**src/rtl/bert_pkg.sv**
```systemverilog
package bert_pkg;
  localparam int WORD_W    = 8;
  localparam int PRBS_LEN  = 7;
  localparam int TAP_HI    = 7;
  localparam int TAP_LO    = 6;
  localparam int LOCK_RUN  = 16;
  localparam int SLIP_RUN  = 4;
  localparam int CNT_W     = 16;
  localparam logic [PRBS_LEN-1:0] PRBS_SEED = 7'h01;
  localparam logic [WORD_W-2:0]   WORD_SEED = 7'h5A;
endpackage

```
**src/rtl/bert_lfsr_step.sv**
```systemverilog
module bert_lfsr_step #(
  parameter int LEN   = 7,
  parameter int TAP_A = 7,
  parameter int TAP_B = 6
) (
  input  logic [LEN-1:0] state_i,
  output logic [LEN-1:0] state_o
);
  // Fibonacci step: the feedback bit lands in bit 0 and is the emitted bit.
  assign state_o = {state_i[LEN-2:0], state_i[TAP_A-1] ^ state_i[TAP_B-1]};
endmodule

```
**src/rtl/bert_gen.sv**
```systemverilog
module bert_gen
  import bert_pkg::*;
#(
  parameter int WIDTH = WORD_W,
  parameter int PLEN  = PRBS_LEN,
  parameter logic [PLEN-1:0]  P_SEED = PRBS_SEED,
  parameter logic [WIDTH-2:0] W_SEED = WORD_SEED
) (
  input  logic             clk,
  input  logic             rst_n,
  input  logic             start,
  input  logic             ready,
  output logic             valid,
  output logic [WIDTH-1:0] data
);
  localparam int LANE_W = WIDTH - 1;

  logic [PLEN-1:0]   p_q, p_nx;
  logic [LANE_W-1:0] w_q, w_nx;
  logic              run_q;

  bert_lfsr_step #(.LEN(PLEN),   .TAP_A(TAP_HI), .TAP_B(TAP_LO)) u_pstep (.state_i(p_q), .state_o(p_nx));
  bert_lfsr_step #(.LEN(LANE_W), .TAP_A(TAP_HI), .TAP_B(TAP_LO)) u_wstep (.state_i(w_q), .state_o(w_nx));

  assign valid = run_q;
  assign data  = {w_q, p_nx[0]};

  always_ff @(posedge clk or negedge rst_n) begin
    if (!rst_n) begin
      run_q <= 1'b0;
      p_q   <= P_SEED;
      w_q   <= W_SEED;
    end else if (start) begin
      run_q <= 1'b1;
      p_q   <= P_SEED;
      w_q   <= W_SEED;
    end else if (run_q && ready) begin
      p_q <= p_nx;
      w_q <= w_nx;
    end
  end
endmodule

```
**src/rtl/bert_sync.sv**
```systemverilog
module bert_sync
  import bert_pkg::*;
#(
  parameter int LEN   = PRBS_LEN,
  parameter int L_RUN = LOCK_RUN,
  parameter int S_RUN = SLIP_RUN
) (
  input  logic clk,
  input  logic rst_n,
  input  logic clear,
  input  logic in_valid,
  input  logic in_bit,
  output logic locked,
  output logic exp_bit,
  output logic lock_evt,
  output logic slip_evt
);
  localparam int FW = $clog2(LEN + 1);
  localparam int GW = $clog2(L_RUN);
  localparam int MW = $clog2(S_RUN);
  localparam logic [FW-1:0] FILL_FULL = FW'(LEN);
  localparam logic [GW-1:0] GOOD_LAST = GW'(L_RUN - 1);
  localparam logic [MW-1:0] MISS_LAST = MW'(S_RUN - 1);

  logic [LEN-1:0] c_q, c_nx;
  logic [FW-1:0]  fill_q;
  logic [GW-1:0]  good_q;
  logic [MW-1:0]  miss_q;
  logic           lock_q;
  logic           filled, match;

  bert_lfsr_step #(.LEN(LEN), .TAP_A(TAP_HI), .TAP_B(TAP_LO)) u_pred (.state_i(c_q), .state_o(c_nx));

  assign exp_bit  = c_nx[0];
  assign filled   = (fill_q == FILL_FULL);
  assign match    = (in_bit == exp_bit);
  assign locked   = lock_q;
  assign lock_evt = in_valid && !lock_q && filled && match && (good_q == GOOD_LAST);
  assign slip_evt = in_valid && lock_q && !match && (miss_q == MISS_LAST);

  always_ff @(posedge clk or negedge rst_n) begin
    if (!rst_n) begin
      c_q    <= '0;
      fill_q <= '0;
      good_q <= '0;
      miss_q <= '0;
      lock_q <= 1'b0;
    end else if (clear) begin
      fill_q <= '0;
      good_q <= '0;
      miss_q <= '0;
      lock_q <= 1'b0;
    end else if (in_valid) begin
      if (!lock_q) begin
        // Acquisition: track the received lane directly.
        c_q <= {c_q[LEN-2:0], in_bit};
        if (!filled) begin
          fill_q <= fill_q + 1'b1;
        end else if (match) begin
          if (good_q == GOOD_LAST) begin
            lock_q <= 1'b1;
            good_q <= '0;
            miss_q <= '0;
          end else begin
            good_q <= good_q + 1'b1;
          end
        end else begin
          good_q <= '0;
        end
      end else begin
        // Locked: free-run on the prediction, watch for a mismatch run.
        c_q <= c_nx;
        if (match) begin
          miss_q <= '0;
        end else if (miss_q == MISS_LAST) begin
          lock_q <= 1'b0;
          fill_q <= '0;
          good_q <= '0;
          miss_q <= '0;
        end else begin
          miss_q <= miss_q + 1'b1;
        end
      end
    end
  end
endmodule

```
**src/rtl/bert_sat_acc.sv**
```systemverilog
module bert_sat_acc #(
  parameter int W     = 16,
  parameter int INC_W = 1
) (
  input  logic             clk,
  input  logic             rst_n,
  input  logic             clear,
  input  logic             en,
  input  logic [INC_W-1:0] inc,
  output logic [W-1:0]     value
);
  logic [W:0] sum;

  assign sum = {1'b0, value} + (W+1)'(inc);

  always_ff @(posedge clk or negedge rst_n) begin
    if (!rst_n)      value <= '0;
    else if (clear)  value <= '0;
    else if (en)     value <= sum[W] ? {W{1'b1}} : sum[W-1:0];
  end
endmodule

```
**src/rtl/bert_core.sv**
```systemverilog
module bert_core
  import bert_pkg::*;
#(
  parameter int WIDTH = WORD_W,
  parameter int CW    = CNT_W
) (
  input  logic             clk,
  input  logic             rst_n,
  input  logic             start,
  output logic [WIDTH-1:0] tx_data,
  output logic             tx_valid,
  input  logic             tx_ready,
  input  logic [WIDTH-1:0] rx_data,
  input  logic             rx_valid,
  output logic             rx_ready,
  output logic             sync_lock,
  output logic [CW-1:0]    bit_err_count,
  output logic [CW-1:0]    slip_count,
  output logic [CW-1:0]    word_count
);
  localparam int LANE_W = WIDTH - 1;
  localparam int POP_W  = $clog2(WIDTH + 1);

  logic              exp_bit, lock_evt, slip_evt, chk_word;
  logic [LANE_W-1:0] wref_q, wref_nx, rx_lane_nx;
  logic [WIDTH-1:0]  exp_word, diff;
  logic [POP_W-1:0]  pop;

  bert_gen #(.WIDTH(WIDTH)) u_gen (
    .clk(clk), .rst_n(rst_n), .start(start),
    .ready(tx_ready), .valid(tx_valid), .data(tx_data)
  );

  bert_sync u_sync (
    .clk(clk), .rst_n(rst_n), .clear(start),
    .in_valid(rx_valid), .in_bit(rx_data[0]),
    .locked(sync_lock), .exp_bit(exp_bit),
    .lock_evt(lock_evt), .slip_evt(slip_evt)
  );

  bert_lfsr_step #(.LEN(LANE_W), .TAP_A(TAP_HI), .TAP_B(TAP_LO)) u_ref_step (.state_i(wref_q), .state_o(wref_nx));
  bert_lfsr_step #(.LEN(LANE_W), .TAP_A(TAP_HI), .TAP_B(TAP_LO)) u_rx_step  (.state_i(rx_data[WIDTH-1:1]), .state_o(rx_lane_nx));

  assign rx_ready = 1'b1;
  assign chk_word = rx_valid && sync_lock;
  assign exp_word = {wref_q, exp_bit};
  assign diff     = rx_data ^ exp_word;

  always_comb begin
    pop = '0;
    for (int i = 0; i < WIDTH; i++) pop = pop + POP_W'(diff[i]);
  end

  // Word reference: loaded from the received lanes on the lock word.
  always_ff @(posedge clk or negedge rst_n) begin
    if (!rst_n)         wref_q <= '0;
    else if (start)     wref_q <= '0;
    else if (lock_evt)  wref_q <= rx_lane_nx;
    else if (chk_word)  wref_q <= wref_nx;
  end

  bert_sat_acc #(.W(CW), .INC_W(POP_W)) u_err_acc (
    .clk(clk), .rst_n(rst_n), .clear(start), .en(chk_word), .inc(pop), .value(bit_err_count)
  );
  bert_sat_acc #(.W(CW), .INC_W(1)) u_word_acc (
    .clk(clk), .rst_n(rst_n), .clear(start), .en(chk_word), .inc(1'b1), .value(word_count)
  );
  bert_sat_acc #(.W(CW), .INC_W(1)) u_slip_acc (
    .clk(clk), .rst_n(rst_n), .clear(start), .en(slip_evt), .inc(1'b1), .value(slip_count)
  );
endmodule

```
**config.mk**
```make
export PLATFORM = sky130hd
export DESIGN_NAME = bert_core
export DESIGN_NICKNAME = d
export VERILOG_FILES = /design/src/rtl/bert_pkg.sv /design/src/rtl/bert_lfsr_step.sv /design/src/rtl/bert_gen.sv /design/src/rtl/bert_sync.sv /design/src/rtl/bert_sat_acc.sv /design/src/rtl/bert_core.sv
export SDC_FILE = /design/constraint.sdc
export NUM_CORES = 1
export LEC_CHECK = 0
export ABC_AREA = 1
export BUFFER_PORTS_ARGS = -buffer_cell sky130_fd_sc_hd__buf_4
export CAP_MARGIN = 20
export CELL_PAD_IN_SITES_DETAIL_PLACEMENT = 0
export CELL_PAD_IN_SITES_GLOBAL_PLACEMENT = 2
export CORE_ASPECT_RATIO = 1.5
export CORE_MARGIN = 2
export CORE_UTILIZATION = 33
export CTS_CLUSTER_SIZE = 14
export DETAILED_ROUTE_END_ITERATION = 7
export HOLD_SLACK_MARGIN = 0.03
export PLACE_DENSITY = 0.83
export SLEW_MARGIN = 20
export SYNTH_ARGS = -nofsm -noshare
export SYNTH_HDL_FRONTEND = slang
export SYNTH_SLANG_ARGS = --single-unit
```
**constraint.sdc**
```tcl
create_clock -name clk -period 5 [get_ports clk]
set_input_delay 1 -clock clk [delete_from_list [all_inputs] [get_ports clk]]
set_output_delay 1 -clock clk [all_outputs]
set_load 0.1 [all_outputs]
```
# [Word level (Yosys, flattened, before mapping)]
# Index checks and enable logic that the tools add are counted.
[totals] regBits=87 input_bits=13 out_inout_bits=59 word_cells=108
[classes] n_addsub=13 eq_ne=7 n_mux=47 bitwise_logic=7 n_reduce_logical=22
[op_table] op="$mux 16" count=9
[op_table] op="$mux 7" count=7
[op_table] op="$add 16x1->17 const B" count=2
[op_table] op="$mux 4" count=8
[op_table] op="$mux 3" count=6
[op_table] op="$add 16x4->17" count=1
[op_table] op="$add 4x1->4" count=4
[op_table] op="$mux 2" count=8
[op_table] op="$reduce_and 4->1" count=3
[op_table] op="$reduce_bool 3->1" count=4
[op_table] op="$mux 1" count=9
[op_table] op="$logic_and 1x1->1" count=8
[op_table] op="$reduce_bool 2->1" count=4
[op_table] op="$xor 8x8->8" count=1
[op_table] op="$ne 3x3->1 const B" count=2
[op_table] op="$xor 1x1->1" count=5
[op_table] op="$add 3x1->4" count=1
[op_table] op="$add 4x1->4 const B" count=1
[op_table] op="$eq 4x4->1 const B" count=1
[op_table] op="$add 2x1->3" count=1
[op_table] op="$add 3x1->3 const B" count=1
[op_table] op="$eq 3x3->1 const B" count=1
[op_table] op="$ne 3x2->1 const B" count=1
[op_table] op="$add 1x1->2" count=1
[op_table] op="other kinds (6)" count=7

# [Longest topological paths before layout]
[depth] ltp_word=13 depth_mapped=20 ltp_nobuf=19

# [Modules after synthesis]
# A second synthesis with hierarchy kept.
[hier_totals] cells_unflattened=861 hier_area_um2=6078.3
[modules_own_cells] module="bert_sat_acc (u_slip_acc ...)" n_inst=2 cells_each=158 area_per_inst_um2=1126.1 seq_area_each_um2=400.4
[modules_own_cells] module="bert_sat_acc (u_err_acc)" n_inst=1 cells_each=185 area_per_inst_um2=1187.4 seq_area_each_um2=400.4
[modules_own_cells] module="bert_sync" n_inst=1 cells_each=137 area_per_inst_um2=985.9 seq_area_each_um2=425.4
[modules_own_cells] module="bert_gen" n_inst=1 cells_each=82 area_per_inst_um2=681.9 seq_area_each_um2=381.6
[modules_own_cells] module="bert_core" n_inst=1 cells_each=86 area_per_inst_um2=651.9 seq_area_each_um2=175.2
[modules_own_cells] module="bert_lfsr_step" n_inst=5 cells_each=11 area_per_inst_um2=63.8 seq_area_each_um2=0.0

# [Least setup slack after synthesis]
# No wires, ideal clock.
[synth_timing] path_type="input port to flip-flop" from="in rx_data[0]" to="reg u_err_acc.value[7]" setup_time_ns=0.120 arrival_time_ns=4.383 required_time_ns=4.880 path_slack_ns=0.497 stages=18 path_buffers=1 cell_sequence="inv_1 nand2_1 nand2_2 buf_2 fa_1 fa_1 fa_1 fa_1 inv_1 fa_1 nand3_1 nand2_1 nand2_1 inv_1 nand3_1 o21ai_0 nand2_1 nand2_1"
[synth_via] elab_chain_len=12
[synth_lines] item="start, declared" line="bert_core.sv:13" source="input logic [WIDTH-1:0] rx_data,"
[synth_lines] item="$xor 8x8->8" line="bert_core.sv:47" source="assign diff = rx_data ^ exp_word;"
[synth_lines] item="$add 1x1->2" line="bert_core.sv:51" source="for (int i = 0; i < WIDTH; i++) pop = pop + POP_W'(diff[i]);"
[synth_lines] item="$add 2x1->3" line="bert_core.sv:51"
[synth_lines] item="$add 3x1->4" line="bert_core.sv:51"
[synth_lines] item="$add 4x1->4 (4 in series)" line="bert_core.sv:51"
[synth_lines] item="$add 16x4->17" line="bert_sat_acc.sv:14" source="assign sum = {1'b0, value} + (W+1)'(inc);"
[synth_lines] item="$mux 16 (2 in series)" line="bert_sat_acc.sv:19" source="else if (en) value <= sum[W] ? {W{1'b1}} : sum[W-1:0];"
[synth_lines] item="$mux 16" line="bert_sat_acc.sv:18" source="else if (clear) value <= '0;"
[synth_lines] item="end signal, assigned" line="bert_sat_acc.sv:19"
[synth_lines] item="end, declared" line="bert_sat_acc.sv:10" source="output logic [W-1:0] value"
# Every way passes these cells. The select of a mux whose other input is x is not followed.
# A chain may end at the register's enable or synchronous reset.

# [Worst setup path after layout]
[layout_timing] from="in rx_data[0]" to="reg u_err_acc.value[10]"
# Same word-level chain as after synthesis.

==> run_results.csv <==
group,metric,value,unit
synthesis,synthFlopType,"dfrtp_1",
finish,mostFrequentLayoutCells,"235 x nand2_1, 82 x inv_1, 82 x dfrtp_1",
synthesis,yosys_warnings,0,
floorplanning,fp.dieW,108,um
power,ir_worst_vdd,135,uV
synthesis,ys_async_sr_fraction,1.00,
routing,drt_drc_violations_left,0,
floorplanning,core,0.0160,sq mm
synthesis,synth.area.mux_share,0,
routing,wirelength,14.1,mm
finish,multi_input_comb_area,0.00276,sq mm
clock_network,h-tree-depth,3,
floorplanning,num_io_pins,72,
timing,fmax,222,MHz
clock_network,postCtsSetupBuffers,0,
setup_path,critical_path_class,"primary input to register",
synthesis,synth_area_per_cell,7.47,sq um
timing,fin_crit_sh,0.900,
setup_path,cp-end-kind,"register",
power,switchingPower,0.000498,W
clock_network,cts.path.max_buffers,2,
routing,viasPerCell,4.86,
finish,fill_cells,1689,
timing,rsz0062_at_grt,"no",
synthesis,synth_top_area_frac,0.384,
global_routing,grt_pass1_wl,23.5,mm
timing,final-setup-viol-count,0,
clock_network,numCtsBuffers,9,
global_routing,grt_pass1_vias,4764,
floorplanning,row_count,57,
power,p_int,0.00121,W
clock_network,clock_latency,0.35,ns
routing,drt_iter0_markers,246,
power,p_seq_frac,0.439,
synthesis,ys_seq_area_frac,0.408,
synthesis,synth_adder_area_share,0.0468,
setup_path,crit_chain,"buf_4 > inv_1 > nand2_1 > nand2_2 > fa_1 > fa_1 > fa_1 > fa_1 > inv_1 > fa_1 > nand3_1 > nand2_1 > nand2_1 > inv_1 > nand3_1 > o31ai_1 > nand2_1 > nand2_1",
timing,final_max_slew_viol_count,0,
setup_path,critPathMaxStageDelay,0.57,ns
synthesis,syn_area,0.00535,sq mm
placement,dpl.hpwl,10.0,mm
synthesis,synth.distinct_cells,38,
global_routing,grt_usage,0.171,
min_path,worstHoldPathType,"register to register",
setup_path,worst-path-buf-inv,4,
synthesis,synthesis.instances,716,
routing,post_drt_wl_per_cell,14.1,um
setup_path,worst_setup_path_start_kind,"primary input",
outcome,status,"complete, no violations",
clock_network,clockRootBuffer,"clkbuf_16",
clock_network,ctsHoldBuffers,0,
setup_path,cp_slowest_cell,"fa_1",
power,pwr-share-comb,0.159,
finish,nets,814,
finish,finalInstanceArea,0.00635,sq mm
finish,layout-drive-gt1-share,0.152,
placement,placed_area,0.00606,sq mm
timing,hold_viol_final,0,
finish,final_common_cell,"nand2_1",
clock_network,cts_resized,0,
finish,insertedDiodeCount,0,
synthesis,ys_top_cells_by_area,"dfrtp_1 38%, nand2_1 16%, nand3_1 6.2%, o21ai_0 6.1%, inv_1 5.8%",
power,power.leakage,3.27,nW
finish,syn2layout_area_growth,18.8,%
setup_path,arrival,4.79,ns
global_routing,grt.overflow.total,0,
setup_path,cp_top_family,"adder cells",
clock_network,cts_num_sinks,87,
routing,ant_nets,0,
timing,final.setup_skew,0.0110,ns
finish,utilization,0.396,
timing,final.min_clock_period,4.50,ns
timing,fin_setup_tns,0,ns
routing,dr.pass1.iters,4,
finish,regArea,0.00218,sq mm
floorplanning,chipHeight,160,um
synthesis,synth_compound_area_frac,0.0947,
floorplanning,initial_core_util,0.333,
clock_network,cts.reportedPaths.clkPinSlew,0.06,ns
synthesis,synth-seq-cells,87,
setup_path,crit_fanout,8,
synthesis,syn_nets,746,
synthesis,yosys.area.top_type,"dfrtp_1",
global_routing,grt_max_degree,56,
synthesis,synth_top_family_by_area,"simple AND/OR/NAND/NOR gates",
global_routing,antenna_found_initial,0,
placement,place.gp.congestion,0.813,
synthesis,synth-simple-area-share,0.327,
synthesis,synth-edff-count,0,
power,power_density,270,mW/mm^2
power,p_clk_frac,0.402,
synthesis,synth_xor_area_frac,0.0475,
routing,num_vias,4835,
placement,io_buffers,70,
timing,worstMarginPinSlew,1.01,ns
floorplanning,die_area,0.0173,sq mm
timing,relSlewSlack,0.329,
power,swShare,0.291,
job,max-cap-violations,0,
setup_path,required,5.29,ns
clock_network,tritoncts,"built",
-- per-stage QoR --
| stage | setup WS, ns | hold slack, ns | instances | total power [W] |
|---|---|---|---|---|
| final | 0.499 | 0.475 | 995 | 0.00171 |
| after global routing | 0.259 | 0.491 | 995 | 0.00180 |
| after CTS | 0.486 | 0.482 | 995 | 0.00174 |
| after detailed placement | 0.116 | 0.466 | 979 | 0.00104 |
| after global placement | 0.226 | 0.457 | 979 | 0.00104 |
| after floorplan | 0.497 | 0.442 | 716 | 0.000959 |
-- Yosys cell counts (2+ instances only) --
cell,instances
dfrtp_1,82
clkbuf_1,5
nand3_4,2
a21oi_1,11
ha_1,12
xor2_1,18
a31oi_1,3
nor2_1,33
o21ai_2,2
inv_2,2
buf_4,3
nand3b_1,3
buf_6,2
xnor2_1,11
dfstp_2,5
fa_1,5
nand3_1,66
nand2_1,235
o21ai_0,65
nor3_1,12
buf_2,5
nand4_1,16
o31ai_1,5
inv_1,82
nand3_2,3
nor2_4,4
nor2_2,6
o21ai_1,3
nand2_2,6
-- power by group through the flow --
stage	registers, W	logic [W]	clock network, W
after global placement	0.000764	0.000276	0
after global routing	0.000754	0.000308	0.000740
after detailed placement	0.000765	0.000277	0
final	0.000751	0.000273	0.000688
after floorplan	0.000810	0.000149	0
after CTS	0.000751	0.000280	0.000712
-- worst min-delay path, delay by kind of cell (launching register included) --
| family | cells | cell delay (ns) |
|---|---|---|
| AND/OR/NAND/NOR | 2 | 0.10 |
| flip-flops | 1 | 0.34 |
-- kinds of logic after synthesis --
family / count (synthesis)
AO/OA/AOI/OAI: 93
XOR/XNOR: 29
adder cells (fa/ha/maj): 17
buffers and inverters: 99
flip-flops: 87
other: 1
AND/OR/NAND/NOR: 390
-- path summary, 6_finish.rpt --
check / startpoint / end / slack, ns / cells past startpoint
hold / removal: u_sync.c_q[2]$_DFFE_PN0P_ / u_sync.c_q[2]$_DFFE_PN0P_ / 0.47 / 2
setup reg to reg: u_sync.c_q[5]$_DFFE_PN0P_ / u_err_acc.value[10]$_DFFE_PN0P_ / 0.67 / 19
setup / recovery: rx_data[0] / u_err_acc.value[10]$_DFFE_PN0P_ / 0.50 / 18
min in group asynchronous: rst_n / u_err_acc.value[6]$_DFFE_PN0P_ / 0.73 / 1
hold reg to reg: u_sync.c_q[2]$_DFFE_PN0P_ / u_sync.c_q[2]$_DFFE_PN0P_ / 0.47 / 2
max in group asynchronous: rst_n / u_gen.p_q[0]$_DFFE_PN1P_ / 3.28 / 2
-- per-layer routing --
metal	vias to the layer above	GRT usage	wire [um]
met1	2295	0.208	6150
met2	82	0.304	7320
met5	-	0	0
met3	14	0.0192	333
met4	0	0.0641	249
li1	2444	-	-
-- flip-flops by register name, indices dropped and copies added (netlist names), 2 cells and up --
register and count:
u_err_acc.value 16, u_sync.fill_q 3, u_sync.good_q 4, u_slip_acc.value 16
u_sync.miss_q 2, u_gen.w_q 7, u_sync.c_q 7, u_gen.p_q 7
wref_q 7, u_word_acc.value 16
-- final cells by class --
class / instances / area share
tap: 206 / 0.0406
clock inverter: 4 / 0.00748
sequential: 87 / 0.344
inverter: 84 / 0.0496
clock buffer: 12 / 0.0388
timing repair buffer: 72 / 0.0851
multi-input combinational: 530 / 0.435
Note: power is estimated with default switching activity, not from simulation.
